## src/rtl/lbr_pkg.sv

```systemverilog
package lbr_pkg;

    localparam int DATA_W      = 8;
    localparam int WADDR_W     = 8;
    localparam int RADDR_W     = 14;
    localparam int RKEY_LSB    = 2;
    localparam int RKEY_W      = RADDR_W - RKEY_LSB;
    localparam int OUT_W       = 2 * DATA_W;
    localparam int SYNC_DEPTH  = 2;
    localparam int EDGE_DEPTH  = SYNC_DEPTH + 1;

    localparam logic [WADDR_W-1:0] WR_KEY_DEF = 8'hA5;
    localparam logic [RKEY_W-1:0]  RD_KEY_DEF = 12'h033;

    typedef struct packed {
        logic [WADDR_W-1:0] addr;
        logic               sel_data;
        logic               sel_dir;
        logic [DATA_W-1:0]  data;
    } wr_fields_t;

    typedef struct packed {
        logic               en_a_n;
        logic               en_b_n;
        logic [RADDR_W-1:0] addr;
    } rd_fields_t;

    localparam int WR_FIELDS_W = $bits(wr_fields_t);
    localparam int RD_FIELDS_W = $bits(rd_fields_t);

    function automatic logic wr_hit(input wr_fields_t f, input logic [WADDR_W-1:0] key);
        return (f.addr == key) && f.sel_data && f.sel_dir;
    endfunction

    function automatic logic rd_hit(input rd_fields_t f, input logic [RKEY_W-1:0] key);
        return !f.en_a_n && !f.en_b_n && (f.addr[RADDR_W-1:RKEY_LSB] == key);
    endfunction

    function automatic logic [OUT_W-1:0] widen(input logic [DATA_W-1:0] v);
        return {{(OUT_W-DATA_W){1'b0}}, v};
    endfunction

endpackage

```

## src/rtl/lbr_sync_pipe.sv

```systemverilog
module lbr_sync_pipe #(
    parameter int             W       = 1,
    parameter int             STAGES  = 2,
    parameter logic [W-1:0]   RST_VAL = '0
) (
    input  logic         clk,
    input  logic         rst,
    input  logic [W-1:0] d,
    output logic [W-1:0] q_newer,
    output logic [W-1:0] q_older
);
    logic [W-1:0] st [STAGES];

    always_ff @(posedge clk) begin
        if (rst) st[0] <= RST_VAL;
        else     st[0] <= d;
    end

    genvar g;
    generate
        for (g = 1; g < STAGES; g++) begin : g_stage
            always_ff @(posedge clk) begin
                if (rst) st[g] <= RST_VAL;
                else     st[g] <= st[g-1];
            end
        end
    endgenerate

    assign q_newer = st[STAGES-2];
    assign q_older = st[STAGES-1];
endmodule

```

## src/rtl/lbr_wr_capture.sv

```systemverilog
module lbr_wr_capture
    import lbr_pkg::*;
#(
    parameter logic [WADDR_W-1:0] WR_KEY = WR_KEY_DEF
) (
    input  logic              clk,
    input  logic              rst,
    input  logic              strobe_n,
    input  wr_fields_t        fields,
    output logic              fire,
    output logic [DATA_W-1:0] value
);
    logic       strobe_cur;
    logic       strobe_prev;
    wr_fields_t held_newer;
    wr_fields_t held_older;

    lbr_sync_pipe #(.W(1), .STAGES(EDGE_DEPTH), .RST_VAL(1'b1)) i_strobe_sync (
        .clk(clk), .rst(rst), .d(strobe_n),
        .q_newer(strobe_cur), .q_older(strobe_prev)
    );

    // The fields travel beside the strobe, so the older copy was taken while the strobe was low.
    lbr_sync_pipe #(.W(WR_FIELDS_W), .STAGES(EDGE_DEPTH), .RST_VAL('0)) i_field_pipe (
        .clk(clk), .rst(rst), .d(fields),
        .q_newer(held_newer), .q_older(held_older)
    );

    logic released;
    assign released = strobe_cur && !strobe_prev;
    assign fire     = released && wr_hit(held_older, WR_KEY);
    assign value    = held_older.data;

    // a fire needs a high strobe two edges back and a low one three edges back
    a_r2_fire_after_release: assert property (@(posedge clk) disable iff (rst)
        fire |-> ($past(strobe_n, 2) && !$past(strobe_n, 3)));

    // the address seen with the low strobe must be the key
    a_r3_fire_needs_key: assert property (@(posedge clk) disable iff (rst)
        fire |-> ($past(fields.addr, 3) == WR_KEY));

    // the stored byte is the one present while the strobe was low
    a_r6_value_from_low_phase: assert property (@(posedge clk) disable iff (rst)
        fire |-> (value == $past(fields.data, 3)));

    logic unused_newer;
    assign unused_newer = ^held_newer;
endmodule

```

## src/rtl/lbr_store.sv

```systemverilog
module lbr_store
    import lbr_pkg::*;
(
    input  logic              clk,
    input  logic              rst,
    input  logic              load,
    input  logic [DATA_W-1:0] din,
    output logic [DATA_W-1:0] q
);
    logic [DATA_W-1:0] val_q;

    always_ff @(posedge clk) begin
        if (rst)       val_q <= '0;
        else if (load) val_q <= din;
    end

    assign q = val_q;

    // the value changes only in the cycle after a detected release
    a_r7_change_needs_fire: assert property (@(posedge clk) disable iff (rst)
        !$stable(val_q) |-> $past(load));

    // directly after reset the value is zero
    a_r1_reset_clears: assert property (@(posedge clk) disable iff (rst)
        $past(rst) |-> (val_q == '0));
endmodule

```

## src/rtl/lbr_rd_port.sv

```systemverilog
module lbr_rd_port
    import lbr_pkg::*;
#(
    parameter logic [RKEY_W-1:0] RD_KEY = RD_KEY_DEF
) (
    input  logic              clk,
    input  logic              rst,
    input  rd_fields_t        fields,
    input  logic [DATA_W-1:0] stored,
    output logic [OUT_W-1:0]  data,
    output logic              valid
);
    localparam rd_fields_t IDLE = '{en_a_n: 1'b1, en_b_n: 1'b1, addr: '0};

    rd_fields_t f_newer;
    rd_fields_t f_sync;

    lbr_sync_pipe #(.W(RD_FIELDS_W), .STAGES(SYNC_DEPTH), .RST_VAL(IDLE)) i_rd_sync (
        .clk(clk), .rst(rst), .d(fields),
        .q_newer(f_newer), .q_older(f_sync)
    );

    always_comb begin
        valid = rd_hit(f_sync, RD_KEY);
        data  = valid ? widen(stored) : '0;
    end

    // selection comes from both enables low two edges back
    a_r8_valid_needs_enables: assert property (@(posedge clk) disable iff (rst)
        valid |-> (!$past(fields.en_a_n, 2) && !$past(fields.en_b_n, 2)));

    // and from the decoded address two edges back
    a_r8_valid_needs_addr: assert property (@(posedge clk) disable iff (rst)
        valid |-> ($past(fields.addr[RADDR_W-1:RKEY_LSB], 2) == RD_KEY));

    logic unused_newer;
    assign unused_newer = ^f_newer;
endmodule

```

## src/rtl/lbr_event_reg.sv

```systemverilog
module lbr_event_reg
    import lbr_pkg::*;
#(
    parameter logic [WADDR_W-1:0] WR_KEY = WR_KEY_DEF,
    parameter logic [RKEY_W-1:0]  RD_KEY = RD_KEY_DEF
) (
    input  logic               clk,
    input  logic               rst,
    input  logic               wr_strobe_n,
    input  logic [WADDR_W-1:0] wr_port_addr,
    input  logic               wr_sel_data,
    input  logic               wr_sel_dir,
    input  logic [DATA_W-1:0]  wr_data,
    input  logic               rd_en_a_n,
    input  logic               rd_en_b_n,
    input  logic [RADDR_W-1:0] rd_addr,
    output logic [OUT_W-1:0]   rd_data,
    output logic               rd_valid
);
    wr_fields_t        wf;
    rd_fields_t        rf;
    logic              wr_fire;
    logic [DATA_W-1:0] wr_value;
    logic [DATA_W-1:0] stored;

    assign wf = '{addr: wr_port_addr, sel_data: wr_sel_data, sel_dir: wr_sel_dir, data: wr_data};
    assign rf = '{en_a_n: rd_en_a_n, en_b_n: rd_en_b_n, addr: rd_addr};

    lbr_wr_capture #(.WR_KEY(WR_KEY)) i_wr (
        .clk(clk), .rst(rst), .strobe_n(wr_strobe_n), .fields(wf),
        .fire(wr_fire), .value(wr_value)
    );

    lbr_store i_store (
        .clk(clk), .rst(rst), .load(wr_fire), .din(wr_value), .q(stored)
    );

    lbr_rd_port #(.RD_KEY(RD_KEY)) i_rd (
        .clk(clk), .rst(rst), .fields(rf), .stored(stored),
        .data(rd_data), .valid(rd_valid)
    );

    // an unselected read never shows data
    a_r10_idle_quiet: assert property (@(posedge clk) disable iff (rst)
        (rd_en_a_n && $past(rd_en_a_n) && $past(rd_en_a_n, 2)) |-> (!rd_valid && rd_data == '0));
endmodule

```

## config.mk

```make
export PLATFORM = sky130hd
export DESIGN_NAME = lbr_event_reg
export DESIGN_NICKNAME = d
export VERILOG_FILES = /design/src/rtl/lbr_pkg.sv /design/src/rtl/lbr_sync_pipe.sv /design/src/rtl/lbr_wr_capture.sv /design/src/rtl/lbr_store.sv /design/src/rtl/lbr_rd_port.sv /design/src/rtl/lbr_event_reg.sv
export SDC_FILE = /design/constraint.sdc
export NUM_CORES = 1
export LEC_CHECK = 0
export ABC_AREA = 1
export BUFFER_PORTS_ARGS = -buffer_cell sky130_fd_sc_hd__buf_2
export CORE_ASPECT_RATIO = 0.75
export CORE_MARGIN = 2
export CORE_UTILIZATION = 54
export DETAILED_ROUTE_END_ITERATION = 8
export GPL_TIMING_DRIVEN = 1
export PLACE_DENSITY = 0.9
export REMOVE_ABC_BUFFERS = 1
export SLEW_MARGIN = 20
export SYNTH_ARGS = -nofsm -noshare
export SYNTH_HDL_FRONTEND = slang
export SYNTH_SLANG_ARGS = --single-unit
```

## constraint.sdc

```tcl
create_clock -name clk -period 1.24 [get_ports clk]
set_input_delay 0.124 -clock clk [delete_from_list [all_inputs] [get_ports clk]]
set_output_delay 0.124 -clock clk [all_outputs]
set_load 0.1 [all_outputs]
```

==> results of run 1 <==
## cell usage in the layout (no fill, tap or decap)
cell / instances
buf_12: 10
dfxtp_1: 93
clkinvlp_4: 1
clkinv_2: 2
bufinv_16: 1
nand4_1: 1
nor2_1: 95
inv_1: 112
nand3_1: 10
or2_2: 7
nand3_4: 1
conb_1: 8
buf_4: 4
nand2b_4: 1
buf_2: 34
nor2_2: 10
dlygate4sd3_1: 33
nor2b_2: 1
nand2_1: 23
clkbuf_8: 10
clkbuf_1: 2
## path summary, 6_finish.rpt
check / from / end / slack, ps / depth (start not counted)
setup / recovery: i_rd.i_rd_sync.st[1][14]$_SDFF_PP1_ / rd_data[1] / -360 / 6
hold / removal: rst / i_rd.i_rd_sync.st[0][11]$_SDFF_PP0_ / 190 / 3
setup reg to reg: i_wr.i_field_pipe.st[2][17]$_SDFF_PP0_ / i_store.q[7]$_SDFFE_PP0P_ / 130 / 7
hold reg to reg: i_wr.i_field_pipe.st[1][6]$_SDFF_PP0_ / i_wr.i_field_pipe.st[2][6]$_SDFF_PP0_ / 400 / 2
## where the power goes
group          internal (mW)  switching, mW
Combinational          0.176          0.246
Clock                  0.981          0.917
Sequential              3.10         0.0303
## logic make-up (layout without fill, tap and decap cells)
kind of cell           after synthesis  count (layout)  synth area share [%]
and+or+nand+nor                    149             149                  20.4
buffers and inverters              132             209                  18.0
DFF                                 93              93                  61.6
other                                1               8                 0.124
## flip-flops by register name (all words and copies together), names as in the netlist
name,count
i_rd.i_rd_sync.st,28
i_store.q,8
i_wr.i_field_pipe.st,54
i_wr.i_strobe_sync.st,3
## layout make-up
cell class	count	area (µm²)
flip-flops and latches	93	1860
fillers	386	1410
repair buffers	81	731
multi-input cells	157	676
inverters	112	420
clock buffers	12	145
well taps	75	93.8
clock inverters	4	47.5
## worst register-to-register path, delay by kind of cell (launching register included)
kind	cells	cell delay [ps]
flops	1	330
buf+inv	1	40
simple gates	6	660
## routing by layer
| layer | global-route usage (%) | wire (µm) |
|---|---|---|
| met1 | 15.9 | 1990 |
| met5 | 0 | 0 |
| met4 | 5.77 | 74 |
| met2 | 35.0 | 2460 |
| met3 | 6.74 | 228 |
## timing repair
| action | CTS | global route |
|---|---|---|
| gates resized for setup | 11 | 0 |
| hold buffers | 33 | 0 |
| setup endpoints to repair | 9 | 9 |
| endpoints found under the hold margin | 33 | 0 |
## stage by stage
step	util [%]	instance area [µm²]	setup WS (ps)	hold slack (ps)	setup TNS (ps)
2_1_floorplan	-	2930	-850	195	-6990
3_3_place_gp	63.6	3420	-81.0	310	-658
3_5_place_dp	63.6	3420	-152	310	-1100
4_1_cts	73.9	3980	-401	180	-3460
5_1_grt	73.9	3980	-441	198	-3850
6_report	73.9	3980	-360	194	-3140
==> impl_metrics.toml, run 1 <==
[run_status]
status = "complete, but fails checks"
violations = "setup timing"

[cts]
cts.reportedPaths.clkPinSlew_ps = 80
numCtsBuffers = 9
max-clock-path-buffers = 2
cts_sinks = 93
worstSkewPairLatency_ps = 340
post_cts_buffers = 0
cts-root-buf = "clkbuf_8"
cts_tree = "done"
ctsHtreeMaxLevel = 3

[worst_setup_path]
path_common_cell = "nor2_2"
critPathLaunchType = "flip-flop"
cp.required_ps = 1120
critPathBufInv = 1
worstSetupPathType = "reg2out"
worstPathMaxFanout = 9
critPathTopFamily = "simple AND/OR/NAND/NOR gates"
cp_cell_sequence = "nor2_1 -> nand3_1 -> nor2_2 -> nand2b_4 -> nor2_2 -> buf_12"
worst_ep_arrival_time_ps = 1480
critPathSlowestCell = "dfxtp_1"
slowest_delay_ps = 320
setup.worst_path.end_class = "output pin"

[timing]
setup_viol = 9
max_freq_mhz = 625
fin_crit_sh_pct = 129
fin_crit_ps = 1600
setup_ws_ps = -360
finClkSkew_ps = 6.53
rsz0062_at_grt = "yes"
drv_slew = 0
hold_violations = 0

[finish]
drive_above_1_share_pct = 17.9
fin_cells = 534
fin_nets = 491
antenna_cells = 0
areaGrowthSynthToFinish_pct = 31.4

[yosys]
ys_seq_area_share_pct = 61.6
netlist_top_cells_count = "inv_1, nor2_1, dfxtp_1"
syn_inst = 375
syn_area_per_cell_um2 = 8.06
ys_seq_elements = 93
synth_cell_types = 16
netlist_area_um2 = 3020
yosysWarnings = 0
synth_edf_count = 0
async_reset_ff_share_pct = 0
yosys.area.top_type = "dfxtp_1"
synth.area.top_cells = "dfxtp_1, inv_1, nor2_1"
ys.flop_type = "dfxtp_1"
synth.most_common_cell = "inv_1"
yosysTopAreaCellShare_pct = 61.6

[grt]
globalRouteTotalUtil_pct = 17.0
antenna_found_initial = 0
grt_max_degree = 51
grt_first_pass_wirelength_um = 8010
grt.overflow.total = 0
grt_pass1_vias = 2038

[drt]
wl_um = 4750
drt-initial-drc-count = 44
firstDrtPassIters = 4
drc = 0
num_vias = 2117
vias_per_cell = 3.96
ant_nets = 0
wl_per_cell_um = 8.89

[floorplanning]
num_rows = 23
dieArea_um2 = 6220
die_w_um = 90.4
start_util_pct = 56.2
pin_count = 54
dieHeight_um = 68.8
core_area_um2 = 5380

[placed_design]
portBuffers = 43
dp_hpwl_um = 3020
dp_cells = 485
gp_congestion = 0.735

[hold_path]
hp-class = "in2reg"

[power_and_ir_drop]
p_per_area_nw_per_um2 = 1370
p_leak_nw = 1.91
total_power_mw = 5.45
ir_drop_mv = 1.37

[run]
cap_violations = 0
(Power assumes the default switching activity.)
==> run 2: changes to the inputs <==
--- a/config.mk
+++ b/config.mk
@@ -6,13 +6,13 @@
 export NUM_CORES = 1
 export LEC_CHECK = 0
 export ABC_AREA = 1
-export BUFFER_PORTS_ARGS = -buffer_cell sky130_fd_sc_hd__buf_2
 export CORE_ASPECT_RATIO = 0.75
 export CORE_MARGIN = 2
-export CORE_UTILIZATION = 54
+export CORE_UTILIZATION = 60
 export DETAILED_ROUTE_END_ITERATION = 8
+export DONT_BUFFER_PORTS = 1
 export GPL_TIMING_DRIVEN = 1
-export PLACE_DENSITY = 0.9
+export PLACE_DENSITY = 0.88
 export REMOVE_ABC_BUFFERS = 1
 export SLEW_MARGIN = 20
 export SYNTH_ARGS = -nofsm -noshare
==> run 2 against run 1 <==
The run still ends with setup timing left. Critical path depth is 1 higher. Combinational power is 5.0% lower. Worst setup slack worse by 44 ps. Via count is 4.8% higher. Fmax is 2.7% lower. Critical endpoint unchanged.
==> impl_metrics.toml, run 2 (synthesis results as in run 1) <==
[placed_design]
dpl_worst_slack_ps = -33.2
place_area_um2 = 3230
gp_congestion = 0.756
dp_hpwl_um = 2580
portBuffers = 0

[cts]
worstSkewPairLatency_ps = 350
cts_tree = "done"
numCtsBuffers = 9
max-clock-path-buffers = 2
cts-root-buf = "clkbuf_8"
cts.reportedPaths.clkPinSlew_ps = 80
ctsHtreeMaxLevel = 3
cts_sinks = 93

[finish]
final_cell_mix = "inv_1, nor2_1, dfxtp_1"
drive_above_1_share_pct = 10.6
regMostFlops = "i_wr.i_field_pipe.st"
final_common_cell = "inv_1"
areaGrowthSynthToFinish_pct = 33.7
post-route-util_pct = 83.0
fin_nets = 475
largest_reg_flops = 54
antenna_cells = 0
fillCellCount = 262
final_area_um2 = 4040

[grt]
grt_max_degree = 52
grt_first_pass_wirelength_um = 9980
grt.overflow.total = 0
grt_pass1_vias = 2266
antenna_found_initial = 0
globalRouteTotalUtil_pct = 24.0

[run]
cap_violations = 0

[worst_setup_path]
critPathTopFamily = "simple AND/OR/NAND/NOR gates"
critPathBufInv = 2
rr_worst_depth = 3
cp.depth = 7
worstSetupPathType = "reg2out"
worst_ep_arrival_time_ps = 1520
cp.required_ps = 1120
critPathSlowestCell = "dfxtp_1"
worstPathMaxFanout = 8
r2r_slack_ps = 80
cp_cell_sequence = "nor2_2 -> nand3_2 -> nor2_4 -> nand2b_4 -> buf_12 -> nor2_4 -> buf_12"
setup.worst_path.end_class = "output pin"
critPathLaunchType = "flip-flop"
slowest_delay_ps = 320

[drt]
ant_nets = 0
firstDrtPassIters = 4
vias_per_cell = 4.41
drc = 0
drt-initial-drc-count = 69
wl_um = 5950
wl_per_cell_um = 11.8
num_vias = 2218

[power_and_ir_drop]
power_frac_clock_pct = 35.4
combPwrFrac_pct = 7.3
p_per_area_nw_per_um2 = 1350
p_sw_share_pct = 22.3
ir_drop_mv = 1.71
p_int_mw = 4.25
power_frac_seq_pct = 57.3
p_leak_nw = 1.91
switching_power_mw = 1.22

[hold_path]
hold_depth = 3
hp-class = "in2reg"

[timing]
finClkSkew_ps = 5.18
max_freq_mhz = 608
drv_slew = 0
fin_crit_sh_pct = 133
setup_ws_ps = -404
rsz0062_at_grt = "yes"
setup_tns_ps = -3450
fin_crit_ps = 1640
hold_violations = 0
setup_viol = 9

[floorplanning]
dieArea_um2 = 5630
die_w_um = 86.0
num_rows = 22
start_util_pct = 62.1
dieHeight_um = 65.5
pin_count = 54
core_area_um2 = 4870

[run_status]
violations = "setup timing"
status = "complete, but fails checks"
==> run 2: changes by cell type in the layout (fill, tap and decap cells not counted), sizes merged <==
| cell | previous run | this run |
|---|---|---|
| dlygate4sd3 | 33 | 53 |
| clkbuf | 12 | 13 |
| clkinvlp | 1 | 2 |
| clkinv | 2 | 0 |
| buf | 48 | 12 |
==> run 2: worst paths after layout <==
kind	startpoint	end
worst max-delay path	i_rd.i_rd_sync.st[1][8]$_SDFF_PP0_	rd_data[1]
worst min-delay path	rst	i_store.q[1]$_SDFFE_PP0P_
worst max register to register	i_rd.i_rd_sync.st[0][10]$_SDFF_PP0_	i_rd.i_rd_sync.st[1][10]$_SDFF_PP0_
worst min register to register	i_wr.i_field_pipe.st[0][15]$_SDFF_PP0_	i_wr.i_field_pipe.st[1][15]$_SDFF_PP0_
==> run 2: stage by stage <==
stage | hold WS (ps) | total power, mW | std cells
floorplan | 195 | 3.41 | 362
finish | 76.4 | 5.47 | 503
detailed placement | 201 | 3.43 | 433
global route | 53.8 | 5.70 | 503
CTS | 48.7 | 5.47 | 503
global placement | 200 | 3.42 | 433
==> run 2: worst register-to-register path: stages (launching register included) <==
cell	delay (ps)
dfxtp_1	360
inv_1	70
nor2_1	110
dlygate4sd3_1	570
==> run 2: final cells by class <==
cell class | count | area [µm²] | share of cell area (%)
sequential | 93 | 1860 | 46.1
timing repair buffer | 65 | 758 | 18.8
multi-input combinational | 157 | 733 | 18.1
inverter | 112 | 420 | 10.4
clock buffer | 13 | 149 | 3.68
tap | 60 | 75.1 | 1.86
clock inverter | 3 | 45.0 | 1.11
==> run 2: power by group through the flow <==
stage | combinational [mW] | sequential (mW) | clock (mW)
3_5_place_dp | 0.233 | 3.20 | 0
4_1_cts | 0.376 | 3.13 | 1.96
2_1_floorplan | 0.214 | 3.19 | 0
5_1_grt | 0.437 | 3.15 | 2.12
6_report | 0.401 | 3.13 | 1.94
3_3_place_gp | 0.226 | 3.20 | 0
==> run 2: layer usage <==
| metal | track usage (%) | up-vias | share of wire [%] |
|---|---|---|---|
| li1 | - | 1128 | - |
| met1 | 24.0 | 1010 | 38 |
| met2 | 45.3 | 68 | 54 |
| met3 | 9.30 | 12 | 5.4 |
| met4 | 8.53 | 0 | 2.1 |
| met5 | 0 | - | 0 |
==> run 2: what timing repair did <==
action / CTS / global route
gates resized for setup: 10 / 4
pin swaps: 1 / 3
endpoints found under the hold margin: 85 / 0
setup endpoints to repair: 9 / 16
buffers inserted: 0 / 0
hold buffers: 54 / 0
==> run 3: changes to the inputs <==
--- a/config.mk
+++ b/config.mk
@@ -5,7 +5,7 @@
 export SDC_FILE = /design/constraint.sdc
 export NUM_CORES = 1
 export LEC_CHECK = 0
-export ABC_AREA = 1
+export ABC_AREA = 0
 export CORE_ASPECT_RATIO = 0.75
 export CORE_MARGIN = 2
 export CORE_UTILIZATION = 60
==> run 3 against run 2 <==
Largest cell class unchanged. Wire length down 11%. Critical endpoint is now rd_data[0]. Fmax fell by 9.3%. Cell area down 3.1%. Critical path type unchanged. The run still ends with setup timing left. Largest power group unchanged.
==> impl_metrics.toml, run 3 <==
[run_status]
status = "complete, but fails checks"
violations = "setup timing"

[grt]
grt.overflow.total = 0
grt_pass1_vias = 1875
globalRouteTotalUtil_pct = 22.5
grt_max_degree = 58
grt_first_pass_wirelength_um = 8870
antenna_found_initial = 0

[floorplanning]
core_area_um2 = 4490
pin_count = 54
die_w_um = 83.4
start_util_pct = 63.1
dieArea_um2 = 5300
num_rows = 21
dieHeight_um = 63.5

[finish]
drive_above_1_share_pct = 15.6
regMostFlops = "i_wr.i_field_pipe.st"
areaGrowthSynthToFinish_pct = 38.2
antenna_cells = 0
final_common_cell = "dfxtp_1"
final_cell_mix = "dfxtp_1, nor2b_1, dlygate4sd3_1"
multi_input_area_um2 = 990
fin_nets = 348
fillCellCount = 214
fin_cells = 372
final-seq-area_um2 = 1870
largest_reg_flops = 54

[yosys]
synth.most_common_cell = "dfxtp_1"
yosysTopAreaCellShare_pct = 65.6
ys_seq_area_share_pct = 65.6
syn_area_per_cell_um2 = 11.8
async_reset_ff_share_pct = 0
netlist_top_cells_count = "dfxtp_1, nor2b_1, nand2b_1"
yosys.area.top_type = "dfxtp_1"
synth.area.top_cells = "dfxtp_1, nor2b_1, nand2b_1"
netlist_area_um2 = 2840
ys.flop_type = "dfxtp_1"
synth_edf_count = 0
yosysWarnings = 0
syn_inst = 240
synth_cell_types = 18
ys_seq_elements = 93

[hold_path]
hold_end = "i_wr.i_field_pipe.st[0][1]$_SDFF_PP0_"
hp-start = "rst"
hold_depth = 2
hp-class = "in2reg"

[worst_setup_path]
rr_worst_depth = 4
rr_startpoint = "i_wr.i_field_pipe.st[2][14]$_SDFF_PP0_"
r2r_slack_ps = 60
worstPathMaxFanout = 5
critPathLaunchType = "flip-flop"
worstSetupPathType = "reg2out"
cp.required_ps = 1120
setup.worst_path.end_class = "output pin"
reg2reg_to = "i_store.q[6]$_SDFFE_PP0P_"
worst_ep_arrival_time_ps = 1690

[cts]
ctsHtreeMaxLevel = 3
cts.reportedPaths.clkPinSlew_ps = 80
max-clock-path-buffers = 2
numCtsBuffers = 9
cts_sinks = 93
worstSkewPairLatency_ps = 340
cts_tree = "done"
cts-root-buf = "clkbuf_8"

[drt]
wl_um = 5290
num_vias = 1734
drc = 0
wl_per_cell_um = 14.2
ant_nets = 0
vias_per_cell = 4.66
firstDrtPassIters = 4
drt-initial-drc-count = 50

[timing]
drv_slew = 0
max_freq_mhz = 552
hold_violations = 0
rsz0062_at_grt = "yes"
setup_viol = 9
fin_crit_ps = 1810
finClkSkew_ps = 5.62
fin_crit_sh_pct = 146
setup_ws_ps = -572

[power_and_ir_drop]
total_power_mw = 5.20
p_leak_nw = 1.60
p_per_area_nw_per_um2 = 1330
ir_drop_mv = 1.40

[placed_design]
gp_congestion = 0.649
dpl_worst_slack_ps = -311
dp_cells = 294
portBuffers = 0
dp_hpwl_um = 2030

[run]
cap_violations = 0
==> run 3: area by class of cell <==
type / instances / share of cell area [%]
Timing Repair Buffer: 72 / 21.2
Clock inverter: 1 / 0.192
Clock buffer: 14 / 3.90
Sequential cell: 93 / 47.6
Multi-Input combinational cell: 135 / 25.3
Tap cell: 57 / 1.82
==> run 3: report_power, final <==
part | leakage [nW] | internal, mW | switching (mW) | total (mW)
clock network | 0.0768 | 0.777 | 0.904 | 1.68
registers | 0.767 | 3.10 | 0.0360 | 3.14
logic | 0.760 | 0.195 | 0.184 | 0.379
==> run 3: worst max-delay path, cell delays in order, from the launching register on <==
cell	delay, ps
dfxtp_1	330
nor4bb_4	350
and4_4	330
and2_4	170
buf_12	160
==> run 3: worst max path at each step <==
stage,from,end,slack (ps),cells after the start
6_report,i_rd.i_rd_sync.st[1][15]$_SDFF_PP1_,rd_data[0],-570,4
5_1_grt,i_rd.i_rd_sync.st[1][12]$_SDFF_PP0_,rd_data[0],-620,4
4_1_cts,i_rd.i_rd_sync.st[1][8]$_SDFF_PP0_,rd_data[0],-560,4
3_5_place_dp,i_rd.i_rd_sync.st[1][11]$_SDFF_PP0_,rd_data[0],-310,4
3_3_place_gp,i_rd.i_rd_sync.st[1][11]$_SDFF_PP0_,rd_data[0],-300,4
2_1_floorplan,i_rd.i_rd_sync.st[1][9]$_SDFF_PP0_,rd_data[0],-1190,3
==> run 3: what timing repair did <==
action | in CTS | in global routing
resized for setup | 20 | 5
hold buffers | 61 | 0
endpoints found under the setup margin | 9 | 17
setup buffers | 0 | 1
endpoints found under the hold margin | 93 | 0
cloned | 1 | 0
pin swaps | 12 | 4
==> run 3: routing by layer <==
metal  routed length (µm)  vias up  GRT usage, %  part of all wire, %
li1                     -      867             -                    -
met5                    0        -             0                    0
met2                 2760       47          41.3                   52
met3                  268       10          8.65                  5.1
met1                 2160      810          23.3                   41
met4                   99        0          8.40                  1.9
==> run 3: metrics by stage <==
step | hold WS, ps | utilization [%] | TNS [ps] | area (µm²)
floorplan | 196 | - | -9790 | 2760
global placement | 202 | 67.1 | -2640 | 3020
detailed placement | 202 | 67.1 | -2590 | 3020
CTS | 88.2 | 86.4 | -4860 | 3880
global route | 104 | 87.2 | -5520 | 3920
finish | 108 | 87.2 | -4970 | 3920
==> run 3: kinds of logic after synthesis <==
family                 after synthesis  synth area share [%]
buffers and inverters               20                  3.75
and+or+nand+nor                    118                  27.7
DFF                                 93                  65.6
other                                1                 0.132
muxes                                8                  2.82
